--- config.mk ---
export PLATFORM = sky130hd
export DESIGN_NAME = tape_cmd_status
export DESIGN_NICKNAME = d
export VERILOG_FILES = /design/src/rtl/tape_cmd_pkg.sv /design/src/rtl/tcs_control.sv /design/src/rtl/tcs_datapath.sv /design/src/rtl/tape_cmd_status.sv
export SDC_FILE = /design/constraint.sdc
export NUM_CORES = 1
export LEC_CHECK = 0
export BUFFER_PORTS_ARGS = -buffer_cell sky130_fd_sc_hd__buf_2
export CAP_MARGIN = 10
export CORE_MARGIN = 1.5
export CORE_UTILIZATION = 49
export CTS_CLUSTER_SIZE = 20
export DETAILED_ROUTE_END_ITERATION = 10
export PLACE_DENSITY = 0.91
export SYNTH_ARGS = -nofsm -noshare
export SYNTH_HDL_FRONTEND = slang
export SYNTH_SLANG_ARGS = --single-unit
--- constraint.sdc ---
create_clock -name clk -period 2.7 [get_ports clk]
set_clock_uncertainty 0.1 [all_clocks]
set_input_delay 0.27 -clock clk [delete_from_list [all_inputs] [get_ports clk]]
set_output_delay 0.27 -clock clk [all_outputs]
set_load 0.01 [all_outputs]
--- src/rtl/tape_cmd_pkg.sv ---
package tape_cmd_pkg;
  localparam int CODE_W = 8;
  localparam int STS_W  = 9;
  localparam int ERR_W  = 3;

  localparam logic [CODE_W-1:0] FN_CLEAR  = 8'o300;
  localparam logic [CODE_W-1:0] FN_WRITE  = 8'o031;
  localparam logic [CODE_W-1:0] FN_READ   = 8'o023;
  localparam logic [CODE_W-1:0] FN_GAP    = 8'o011;
  localparam logic [CODE_W-1:0] FN_FWD    = 8'o003;
  localparam logic [CODE_W-1:0] FN_BACK   = 8'o041;
  localparam logic [CODE_W-1:0] FN_REW    = 8'o201;
  localparam logic [CODE_W-1:0] FN_REWOFF = 8'o101;
  localparam logic [CODE_W-1:0] FN_MARK   = 8'o035;

  localparam int B_LOCAL = 8;
  localparam int B_EOF   = 7;
  localparam int B_BOT   = 6;
  localparam int B_EOT   = 5;
  localparam int B_TIM   = 4;
  localparam int B_REJ   = 3;
  localparam int B_WLK   = 2;
  localparam int B_PAR   = 1;
  localparam int B_BUSY  = 0;

  typedef struct packed {
    logic loadFunc;
    logic wipeStatus;
    logic keepBot;
    logic setReject;
    logic clrReject;
    logic rewDone;
    logic markDone;
  } dpStrobe_t;

  function automatic logic isKnownOp(input logic [CODE_W-1:0] c);
    return (c == FN_WRITE) || (c == FN_READ) || (c == FN_GAP) ||
           (c == FN_FWD) || (c == FN_BACK) || (c == FN_REW) ||
           (c == FN_REWOFF) || (c == FN_MARK);
  endfunction

  function automatic logic isWriteClass(input logic [CODE_W-1:0] c);
    return (c == FN_WRITE) || (c == FN_GAP) || (c == FN_MARK);
  endfunction
endpackage

--- src/rtl/tcs_control.sv ---
module tcs_control
  import tape_cmd_pkg::*;
(
  input  logic              clk,
  input  logic              rst_n,
  input  logic              cmdWrEn,
  input  logic [CODE_W-1:0] cmdCode,
  input  logic              driveAttached,
  input  logic              driveWrLocked,
  input  logic              opDone,
  input  logic              ctlSetReq,
  input  logic              ctlClrReq,
  input  logic              flagSetReq,
  input  logic              flagClrReq,
  input  logic [CODE_W-1:0] curFunc,
  input  logic              atBot,
  output dpStrobe_t         strobe,
  output logic              opActive,
  output logic              cmdFlag,
  output logic              cmdCtl,
  output logic              firstSvc,
  output logic              xferEn,
  output logic              startPulse,
  output logic              dataFlagClr,
  output logic              dataCtlClr
);
  logic isClear, tryCmd, rejectNow, acceptNow, finishNow, lockedNow;

  always_comb begin
    isClear   = cmdWrEn && (cmdCode == FN_CLEAR);
    tryCmd    = cmdWrEn && !isClear;
    lockedNow = driveAttached && driveWrLocked;
    rejectNow = tryCmd && (!isKnownOp(cmdCode) || opActive ||
                ((cmdCode == FN_BACK) && atBot) ||
                (lockedNow && isWriteClass(cmdCode)));
    acceptNow = tryCmd && !rejectNow;
    finishNow = opDone && opActive && !isClear;

    strobe.loadFunc   = acceptNow;
    strobe.wipeStatus = acceptNow;
    strobe.keepBot    = isClear;
    strobe.setReject  = rejectNow;
    strobe.clrReject  = cmdWrEn;
    strobe.rewDone    = finishNow && (curFunc == FN_REW);
    strobe.markDone   = finishNow && (curFunc == FN_MARK);
  end

  always_ff @(posedge clk) begin
    if (!rst_n) begin
      opActive    <= 1'b0;
      cmdFlag     <= 1'b0;
      cmdCtl      <= 1'b0;
      firstSvc    <= 1'b0;
      xferEn      <= 1'b0;
      startPulse  <= 1'b0;
      dataFlagClr <= 1'b0;
      dataCtlClr  <= 1'b0;
    end else begin
      startPulse  <= acceptNow;
      dataFlagClr <= acceptNow || isClear;
      dataCtlClr  <= isClear;

      if (acceptNow)                  opActive <= 1'b1;
      else if (isClear || finishNow)  opActive <= 1'b0;

      if (isClear || acceptNow || flagClrReq)
        cmdFlag <= 1'b0;
      else if ((finishNow && (curFunc != FN_REWOFF)) || flagSetReq)
        cmdFlag <= 1'b1;

      if (isClear || ctlClrReq) cmdCtl <= 1'b0;
      else if (ctlSetReq)       cmdCtl <= 1'b1;

      if (acceptNow) begin
        firstSvc <= 1'b1;
        xferEn   <= 1'b1;
      end else if (isClear) begin
        firstSvc <= 1'b0;
        xferEn   <= 1'b0;
      end
    end
  end
endmodule

--- src/rtl/tcs_datapath.sv ---
module tcs_datapath
  import tape_cmd_pkg::*;
(
  input  logic              clk,
  input  logic              rst_n,
  input  dpStrobe_t         strobe,
  input  logic [CODE_W-1:0] cmdCode,
  input  logic [ERR_W-1:0]  driveErr,
  input  logic              driveAttached,
  input  logic              driveWrLocked,
  input  logic              opActive,
  output logic [CODE_W-1:0] curFunc,
  output logic              atBot,
  output logic [STS_W-1:0]  statusWord
);
  localparam logic [STS_W-1:0] LIVE_MASK = STS_W'((1 << B_LOCAL) | (1 << B_WLK) | (1 << B_BUSY));
  localparam logic [STS_W-1:0] BOT_ONLY  = STS_W'(1 << B_BOT);

  logic [STS_W-1:0] held, heldNext, liveBits;

  always_comb begin
    heldNext = held;
    if (strobe.clrReject)  heldNext[B_REJ] = 1'b0;
    if (strobe.wipeStatus) heldNext = '0;
    if (strobe.keepBot)    heldNext = heldNext & BOT_ONLY;
    if (strobe.setReject)  heldNext[B_REJ] = 1'b1;
    if (strobe.rewDone)    heldNext = BOT_ONLY;
    if (strobe.markDone)   heldNext[B_EOF] = 1'b1;
    if (driveErr[0])       heldNext[B_PAR] = 1'b1;
    if (driveErr[1])       heldNext[B_TIM] = 1'b1;
    if (driveErr[2])       heldNext[B_EOT] = 1'b1;
    heldNext = heldNext & ~LIVE_MASK;
  end

  always_ff @(posedge clk) begin
    if (!rst_n) begin
      held    <= BOT_ONLY;
      curFunc <= '0;
    end else begin
      held <= heldNext;
      if (strobe.loadFunc) curFunc <= cmdCode;
    end
  end

  always_comb begin
    liveBits         = '0;
    liveBits[B_LOCAL] = !driveAttached;
    liveBits[B_WLK]   = driveAttached && driveWrLocked;
    liveBits[B_BUSY]  = !driveAttached || opActive;
    statusWord       = held | liveBits;
    atBot            = held[B_BOT];
  end
endmodule

--- src/rtl/tape_cmd_status.sv ---
module tape_cmd_status
  import tape_cmd_pkg::*;
(
  input  logic              clk,
  input  logic              rst_n,
  input  logic              cmdWrEn,
  input  logic [CODE_W-1:0] cmdCode,
  input  logic              driveAttached,
  input  logic              driveWrLocked,
  input  logic              opDone,
  input  logic [ERR_W-1:0]  driveErr,
  input  logic              ctlSetReq,
  input  logic              ctlClrReq,
  input  logic              flagSetReq,
  input  logic              flagClrReq,
  output logic [STS_W-1:0]  statusWord,
  output logic              cmdFlag,
  output logic              cmdCtl,
  output logic              startPulse,
  output logic [CODE_W-1:0] startFunc,
  output logic              firstSvc,
  output logic              xferEn,
  output logic              dataFlagClr,
  output logic              dataCtlClr
);
  dpStrobe_t         strobe;
  logic              opActive, atBot;
  logic [CODE_W-1:0] curFunc;

  tcs_control u_ctrl (
    .clk(clk), .rst_n(rst_n), .cmdWrEn(cmdWrEn), .cmdCode(cmdCode),
    .driveAttached(driveAttached), .driveWrLocked(driveWrLocked),
    .opDone(opDone), .ctlSetReq(ctlSetReq), .ctlClrReq(ctlClrReq),
    .flagSetReq(flagSetReq), .flagClrReq(flagClrReq),
    .curFunc(curFunc), .atBot(atBot), .strobe(strobe),
    .opActive(opActive), .cmdFlag(cmdFlag), .cmdCtl(cmdCtl),
    .firstSvc(firstSvc), .xferEn(xferEn), .startPulse(startPulse),
    .dataFlagClr(dataFlagClr), .dataCtlClr(dataCtlClr)
  );

  tcs_datapath u_dp (
    .clk(clk), .rst_n(rst_n), .strobe(strobe), .cmdCode(cmdCode),
    .driveErr(driveErr), .driveAttached(driveAttached),
    .driveWrLocked(driveWrLocked), .opActive(opActive),
    .curFunc(curFunc), .atBot(atBot), .statusWord(statusWord)
  );

  assign startFunc = curFunc;
endmodule

After elaboration in Yosys (flattened, before gate mapping):

Cells that the tools add are included.

* add/subtract/negate cells: 0
* $mul: 0
* div/mod/pow operators: 0
* magnitude comparators: 0
* equality and inequality tests: 12
* shift-type cells: 0
* muxes and demuxes: 13
* bitwise logic cells: 2
* reduce and logical (&&, ||, !) cells: 44

Operators by type and width (number)
* 8-bit by 5-bit == test with 1-bit output (second input constant): 4
* 8-bit == test (second input constant): 3
* 8-bit two-way mux: 3
* 4-bit nonzero test: 5
* 1-bit logical OR: 18
* 1-bit logical AND: 12
* 1-bit two-way mux: 10
* 8-bit by 9-bit bitwise OR with 9-bit output: 1
* 8-bit by 2-bit == test with 1-bit output (second input constant): 1
* 8-bit by 4-bit == test with 1-bit output (second input constant): 1
* 8-bit by 6-bit == test with 1-bit output (second input constant): 1
* 8-bit by 7-bit == test with 1-bit output (second input constant): 1
* 8-bit by 7-bit inequality test with 1-bit output (second input constant): 1
* 2-bit OR reduction: 3
* 1-bit logical NOT: 4
* 2-bit nonzero test: 2
* 1-bit NOT: 1

* flip-flop bits (word level): 21
* latch bits: 0
* memory bits (writable): 0
* memory bits (read-only): 0
* bits of input ports: 21
* output and inout bits: 24
* word-level logic and storage cells: 85
* memories: 0

Depth between registers and ports, before layout:

Gate-level depths: netlist (run 1).

* depth after elaboration: 20
* mapped depth: 6
* gate-level depth less buffers: 5

Hierarchy:

A second synthesis (run 1) with hierarchy kept.

* cell total of the unflattened synthesis: 111
* area, all modules: 1002.2 um^2

By module, submodules not included
* tcs_datapath: instances 1, cells an instance 55, area an instance 535.5 um^2, sequential area each 280.3 um^2
* tcs_control: instances 1, cells an instance 56, area an instance 466.7 um^2, sequential area each 140.1 um^2

Worst setup path after synthesis (run 1):

No wires, ideal clock.

* path kind: input-to-reg
* start point: in cmdCode[2]
* end point: reg u_dp.held[6]
* library setup time: 0.145 ns
* arrival time: 1.649 ns
* required time: 2.455 ns
* slack: 0.806 ns
* stages: 6
* path buffers: 1
* cells stage by stage: nor4b_2 -> a311oi_1 -> o22a_1 -> nor4_4 -> buf_6 -> o221ai_1

* cells in the longest elaborated chain, start to end: 17
* elaborated cells on any way between the ends: 35
* classes of those cells: eq/ne: 9; mux: 2; reduce/logical: 24

RTL lines
* from (decl): line tape_cmd_status.sv:7 `input logic [CODE_W-1:0] cmdCode,`
* 8-bit by 5-bit == test with 1-bit output, on equally long branches: line tape_cmd_pkg.sv:37, tape_cmd_pkg.sv:43
* 1-bit logical OR (3 in a row): line tape_cmd_pkg.sv:37 `return (c == FN_WRITE) || (c == FN_READ) || (c == FN_GAP) ||`
* 1-bit logical OR (3 in a row): line tape_cmd_pkg.sv:38 `(c == FN_FWD) || (c == FN_BACK) || (c == FN_REW) ||`
* 1-bit logical OR: line tape_cmd_pkg.sv:39 `(c == FN_REWOFF) || (c == FN_MARK);`
* 1-bit logical NOT: line tcs_control.sv:33 `rejectNow = tryCmd && (!isKnownOp(cmdCode) || opActive ||`
* 1-bit logical OR (2 in a row): line tcs_control.sv:33
* 1-bit logical OR: line tcs_control.sv:34 `((cmdCode == FN_BACK) && atBot) ||`
* 1-bit logical AND: line tcs_control.sv:33
* 1-bit logical NOT: line tcs_control.sv:36 `acceptNow = tryCmd && !rejectNow;`
* 1-bit logical AND: line tcs_control.sv:36
* 8-bit two-way mux: line tcs_datapath.sv:24 `if (strobe.wipeStatus) heldNext = '0;`
* 8-bit two-way mux: line tcs_datapath.sv:25 `if (strobe.keepBot) heldNext = heldNext & BOT_ONLY;`
* to (signal assigned): line tcs_datapath.sv:40 `held <= heldNext;`
* to (decl): line tcs_datapath.sv:19 `logic [STS_W-1:0] held, heldNext, liveBits;`

Several ways; a longest one is shown, not always the timed one. The select of a mux whose other input is x is not followed.
A chain may end at the register's enable or synchronous reset.

Worst setup path in the final report (run 1):

* start point: reg u_dp.held[6]
* end point: reg u_dp.held[5]

* cells in the longest elaborated chain, start to end: 7

RTL lines (line)
* 1-bit logical AND: tcs_control.sv:34
* 1-bit logical OR: tcs_control.sv:33
* 1-bit logical OR: tcs_control.sv:34
* 1-bit logical AND: tcs_control.sv:33
* 1-bit logical NOT: tcs_control.sv:36
* 1-bit logical AND: tcs_control.sv:36
* 4-bit nonzero test (no source line)

Every way passes these cells.

==> results of run 1 <==
flip-flops by register name, indices dropped and copies added (netlist names):
register            count
u_ctrl.cmdFlag          1
u_dp.curFunc            8
u_ctrl.startPulse       1
u_ctrl.firstSvc         1
u_ctrl.dataFlagClr      1
u_ctrl.cmdCtl           1
u_ctrl.dataCtlClr       1
u_ctrl.opActive         1
u_dp.held               6
through the flow:
step	hold WS [ps]	worst slack, ps	util, %
floorplan	247	806	-
CTS	7.28	879	64.2
finish	12.3	894	64.2
global route	2.38	775	64.2
global placement	334	783	62.9
detailed placement	335	650	62.9
where the power goes:
part / total [W] / internal (W) / switching, W
clock: 0.000149 / 0.0000576 / 0.0000911
combinational: 0.0000762 / 0.0000327 / 0.0000435
sequential: 0.000324 / 0.000319 / 0.00000496
total: 0.000548 / 0.000409 / 0.000140
area by class of cell:
class,instances,area share (%)
Multi-Input combinational cell,82,41.7
Tap cell,27,2.68
Inverter,7,2.09
Sequential cell,21,33.4
Clock buffer,4,2.09
Timing Repair Buffer,45,18.1
cells by family after synthesis:
| logic type | Yosys count | synth area share, % |
|---|---|---|
| compound gates | 19 | 14.8 |
| xor+xnor | 1 | 0.861 |
| simple gates | 55 | 29.2 |
| buf+inv | 14 | 7.01 |
| mux | 7 | 6.89 |
| flops | 21 | 41.3 |
synth_stat cells, drive strengths merged:
cell type	n
a311oi	1
nand3b	1
o2111ai	1
o311ai	2
a21oi	1
a31oi	1
nor4b	3
nand2b	2
nand4	2
o31ai	3
o22a	1
nand4b	1
nor3b	3
nor2b	1
mux2i	7
nand3	3
nand2	24
buf	4
nor4	2
and3	1
and2	3
o21ai	1
a2111oi	1
inv	7
a22oi	1
nor2	7
clkbuf	3
nor3	2
o22ai	1
dfxtp	21
o21a	4
o221ai	1
xor2	1
per-layer routing:
layer	up-vias	share of wire (%)	track usage, %	routed length (um)
met5	-	0	0	0
met4	0	3.3	11.4	76
met3	10	5.8	4.01	133
met2	39	52	31.9	1180
met1	473	39	21.4	894
li1	492	-	-	-
worst paths after layout:
| check | cells after the start | end | slack (ps) |
|---|---|---|---|
| max | 5 | u_dp.held[5] | 890 |
| min | 2 | u_ctrl.cmdCtl | 10 |
| max reg2reg | 5 | u_dp.held[5] | 890 |
| min reg2reg | 2 | u_dp.held[3] | 360 |
critical path: stages (launching register included):
cell and delay (ps):
dfxtp_1 380, nand4_1 120, a2111oi_2 540, nor4_4 70, buf_4 220, o31ai_1 280
==> results.py, run 1 <==
metrics = {
    "worst_setup_path": {
        "worstPathRequired_ps": 2820,
        "worstSetupStartpoint": "u_dp.held[6]",
        "cp-start-kind": "register",
        "cp.arrival_ps": 1920,
        "worstSetupEndpointType": "register",
        "cp_max_fo": 18,
        "crit_type": "register to register",
        "regToRegStartpoint": "u_dp.held[6]",
    },
    "placed_design": {
        "dp_cells": 182,
        "postPlaceCellArea_um2": 1230,
        "gp_congestion": 0.808,
        "port_buffers": 44,
        "dpl.hpwl_mm": 1.79,
    },
    "power": {
        "ir_worst_vdd_uv": 234,
        "p_per_area_nw_per_um2": 435,
        "leakage_nw": 0.581,
        "finalPower_w": 0.000548,
    },
    "detailed_routing": {
        "drt_iter0_drc": 40,
        "detail-route-antenna-nets": 0,
        "routedWlPerCell_um": 12.3,
        "vias_per_cell": 5.45,
        "routed_wl_mm": 2.29,
        "vias": 1014,
        "drc": 0,
        "first_pass_iters": 6,
    },
    "global_route": {
        "grt_util_all_layers_pct": 18.7,
        "grt_max_degree": 33,
        "overflow": 0,
        "grt_pass1_wl_mm": 3.50,
        "grt_pass1_vias": 840,
        "antenna_found_initial": 0,
    },
    "run": {
        "max_cap_viol_count": 0,
    },
    "floorplanning": {
        "ios": 45,
        "start_util_pct": 51.8,
        "die-area_um2": 2360,
        "fp.dieH_um": 48.6,
        "core-area_um2": 1960,
        "fp-row-count": 16,
        "die_w_um": 48.6,
    },
    "final_layout": {
        "stdcell_count": 186,
        "stdcell_area_um2": 1260,
        "antennaDiodeCount": 0,
        "multiInputGateArea_um2": 526,
        "final_common_cell": "buf_2",
        "drive_gt1_share_pct": 32.1,
        "layout_common_cells": "buf_2, nand2_1, dfxtp_1",
        "syn_to_final_growth_pct": 23.9,
        "register_area_um2": 420,
        "fillers": 173,
        "nets": 181,
    },
    "sta": {
        "grt_setup_unrepaired": "no",
        "worst_pin_slew_ps": 525,
        "report.final.hold_viol_count": 0,
        "finalSetupTns_ps": 0,
        "slew_headroom_pct": 64.9,
        "fin_crit_ps": 1810,
        "drv_slew": 0,
        "finalSetupViolCount": 0,
        "clock.fmax_ghz": 0.554,
        "finalCritPeriodShare_pct": 66.9,
    },
    "hold_path": {
        "hp-class": "primary input to register",
        "worstHoldStart": "ctlClrReq",
    },
    "outcome": {
        "outcome": "finished, final reports clean",
    },
    "cts": {
        "cts_sinks": 21,
        "clock_latency_ps": 300,
        "holdBufCountCts": 0,
        "cts_tree": "built",
        "cts-root-buf": "clkbuf_4",
        "htree_levels": 1,
        "post_cts_resized": 0,
        "postCtsSetupBuffers": 0,
        "clock_path_buffers": 2,
        "numCtsBuffers": 3,
        "clkTransAtPathRegs_ps": 110,
    },
    "synthesis": {
        "yosys.cell_types.count": 36,
        "ys_seq_area_share_pct": 41.3,
        "synth_top_area_share_pct": 41.3,
        "ys_warn_count": 0,
        "syn_inst": 117,
        "synthTopCellsByArea": "dfxtp_1, nand2_1, mux2i_1",
        "synth_nets": 138,
        "netlist_area_um2": 1020,
        "synth.avg_cell_area_um2": 8.69,
        "ys_ff_latch": 21,
        "synth_top_area_cell": "dfxtp_1",
    },
}
No activity file was read; power rests on OpenSTA's default activity.
==> run 2: changes to the inputs <==
--- a/config.mk
+++ b/config.mk
@@ -5,13 +5,14 @@
 export SDC_FILE = /design/constraint.sdc
 export NUM_CORES = 1
 export LEC_CHECK = 0
+export ABC_AREA = 1
 export BUFFER_PORTS_ARGS = -buffer_cell sky130_fd_sc_hd__buf_2
 export CAP_MARGIN = 10
 export CORE_MARGIN = 1.5
-export CORE_UTILIZATION = 49
+export CORE_UTILIZATION = 46
 export CTS_CLUSTER_SIZE = 20
 export DETAILED_ROUTE_END_ITERATION = 10
-export PLACE_DENSITY = 0.91
+export PLACE_DENSITY = 0.86
 export SYNTH_ARGS = -nofsm -noshare
 export SYNTH_HDL_FRONTEND = slang
 export SYNTH_SLANG_ARGS = --single-unit
==> constraint.sdc (replaced) <==
create_clock -name clk -period 1.7 [get_ports clk]
set_clock_uncertainty 0.1 [all_clocks]
set_input_delay 0.17 -clock clk [delete_from_list [all_inputs] [get_ports clk]]
set_output_delay 0.17 -clock clk [all_outputs]
set_load 0.01 [all_outputs]
==> run 2 against run 1 <==
First-iteration DRC count shrank 68%. Design area grew 6.8%. Register-to-register slack worse by 730 ps. Critical path depth grew 3. Clock-buffer cell count down 1. Clock power increased by 58%. Final cell count grew 26%. Critical endpoint unchanged.
==> results.py, run 2 <==
metrics = {
    "worst_setup_path": {
        "worstRegToRegCells": 8,
        "cp-start-kind": "register",
        "worstPathRequired_ps": 1780,
        "reg2reg_setup_slack_ps": 160,
        "rr_endpoint": "u_dp.held[5]",
        "crit_type": "register to register",
        "cp.arrival_ps": 1610,
        "worstSetupEndpointType": "register",
        "cp_max_fo": 4,
        "regToRegStartpoint": "u_dp.curFunc[1]",
    },
    "power": {
        "leakage_nw": 0.750,
        "ir_worst_vdd_uv": 463,
        "p_per_area_nw_per_um2": 651,
    },
    "cts": {
        "cts_tree": "built",
        "cts-root-buf": "clkbuf_4",
        "numCtsBuffers": 3,
        "clkTransAtPathRegs_ps": 110,
        "clock_path_buffers": 2,
        "clock_latency_ps": 300,
        "post_cts_resized": 0,
        "cts_sinks": 21,
        "htree_levels": 1,
    },
    "final_layout": {
        "drive_gt1_share_pct": 28.2,
        "layout_common_cells": "buf_2, nand2_1, nor2_1, inv_1, dfxtp_1",
        "reg_top3": "u_dp.curFunc (8), u_dp.held (6)",
        "syn_to_final_growth_pct": 26.6,
        "largest-register": "u_dp.curFunc",
        "largest_register_ffs": 8,
        "antennaDiodeCount": 0,
        "fillers": 223,
        "nets": 228,
        "postLayoutCoreUtil_pct": 61.4,
        "final_common_cell": "buf_2",
        "stdcell_area_um2": 1350,
    },
    "detailed_routing": {
        "routed_wl_mm": 2.37,
        "dr.max_layer_used": "met4",
        "drc": 0,
        "met2_length_mm": 1.08,
        "vias": 1116,
        "drt_iter0_drc": 13,
        "wl_met3_um": 183,
        "vias_per_cell": 4.77,
        "detail-route-antenna-nets": 0,
        "first_pass_iters": 4,
        "routedWlPerCell_um": 10.1,
        "m1WireLength_mm": 1.10,
    },
    "synthesis": {
        "syn_inst": 160,
        "synthFlopType": "dfxtp_1",
        "synth.avg_cell_area_um2": 6.64,
        "synth_nets": 181,
        "ys_ff_latch": 21,
        "synth_top_area_cell": "dfxtp_1",
        "synth_common_cells": "nand2_1, nor2_1, inv_1",
        "synth_top_area_share_pct": 39.6,
        "ys_async_sr_fraction_pct": 0,
        "ys_warn_count": 0,
        "synthTopCellsByArea": "dfxtp_1, nand2_1, nor2_1",
        "synth_edf_count": 0,
        "synth_most_common_cell": "nand2_1",
        "yosys.cell_types.count": 23,
        "ys_seq_area_share_pct": 39.6,
        "netlist_area_um2": 1060,
    },
    "global_route": {
        "grt_max_degree": 25,
        "grt_pass1_vias": 973,
        "grt_pass1_wl_mm": 3.84,
        "grt_util_all_layers_pct": 19.4,
        "overflow": 0,
        "antenna_found_initial": 0,
    },
    "sta": {
        "clock.fmax_ghz": 0.650,
        "fin_crit_ps": 1540,
        "grt_setup_unrepaired": "no",
        "finalSetupViolCount": 0,
        "slew_headroom_pct": 73.4,
        "report.final.hold_viol_count": 0,
        "worst_pin_slew_ps": 397,
        "finalSetupTns_ps": 0,
        "finalCritPeriodShare_pct": 90.5,
        "drv_slew": 0,
    },
    "floorplanning": {
        "ios": 45,
        "die_w_um": 51.1,
        "start_util_pct": 48.5,
        "die-area_um2": 2610,
        "core-area_um2": 2190,
        "fp-row-count": 17,
        "fp.dieH_um": 51.1,
    },
    "placed_design": {
        "dpl.hpwl_mm": 1.77,
        "port_buffers": 44,
        "gp_congestion": 0.836,
        "postPlaceCellArea_um2": 1270,
    },
    "hold_path": {
        "hold_end": "u_dp.held[5]",
        "worstHoldStart": "driveErr[2]",
        "hp-class": "primary input to register",
        "hold_depth": 3,
    },
    "outcome": {
        "outcome": "finished, final reports clean",
    },
    "run": {
        "max_cap_viol_count": 0,
    },
}
run 2: critical path, stage by stage, from the launching register on:
cell	delay (ps)
dfxtp_1	330
inv_1	60
nand2_1	60
nor3_1	320
nand2_1	110
o21ai_0	180
inv_1	110
nand3_1	90
a21oi_1	70
run 2: cell families after synthesis:
group | count (synthesis) | synth area share (%)
AO/OA/AOI/OAI | 13 | 6.48
buffers and inverters | 33 | 13.9
flip-flops | 21 | 39.6
AND/OR/NAND/NOR | 93 | 40.0
run 2: through the flow:
| step | std cells | setup WS [ps] | power [W] | hold WS [ps] |
|---|---|---|---|---|
| 3_5_place_dp | 225 | 153 | 0.000642 | 243 |
| 3_3_place_gp | 225 | 143 | 0.000641 | 237 |
| 5_1_grt | 234 | 58.4 | 0.000926 | 0.650 |
| 6_report | 234 | 162 | 0.000876 | 10.1 |
| 2_1_floorplan | 160 | 384 | 0.000591 | 149 |
| 4_1_cts | 233 | 164 | 0.000879 | 4.94 |
run 2: cell type report:
| type | count | area, um2 | share of cell area [%] |
|---|---|---|---|
| Clock buffer | 3 | 22.5 | 1.67 |
| Clock inverter | 1 | 5.00 | 0.372 |
| Inverter | 26 | 97.6 | 7.26 |
| Multi-Input combinational cell | 106 | 494 | 36.7 |
| Sequential cell | 21 | 420 | 31.3 |
| Tap cell | 28 | 35.0 | 2.60 |
| Timing Repair Buffer | 49 | 270 | 20.1 |
run 2: report_power, final:
group | switching [W] | leakage, nW | internal [W]
clock | 0.000148 | 0.0177 | 0.0000874
combinational | 0.0000720 | 0.561 | 0.0000560
sequential | 0.00000752 | 0.171 | 0.000506
run 2: worst max-delay path by stage:
stage | startpoint | end | slack, ps | cells after the start
6_report | u_dp.curFunc[1] | u_dp.held[5] | 160 | 8
5_1_grt | u_dp.curFunc[1] | u_dp.held[5] | 60 | 8
4_1_cts | u_dp.curFunc[0] | u_dp.held[7] | 160 | 7
3_5_place_dp | cmdCode[4] | u_dp.held[7] | 150 | 9
3_3_place_gp | cmdCode[4] | u_dp.held[1] | 140 | 9
2_1_floorplan | u_dp.curFunc[0] | u_dp.held[1] | 380 | 7
run 2: per-layer routing:
metal	vias to the layer above	track usage [%]
met5	-	0
met4	0	5.41
met3	2	3.80
met2	38	33.5
met1	489	24.4
li1	587	-
run 2: repair_timing:
item                                   4_1_cts  5_1_grt
buffers inserted                             0        0
endpoints found under the hold margin        4        1
setup endpoints to repair                    0        0
hold buffers                                 4        1
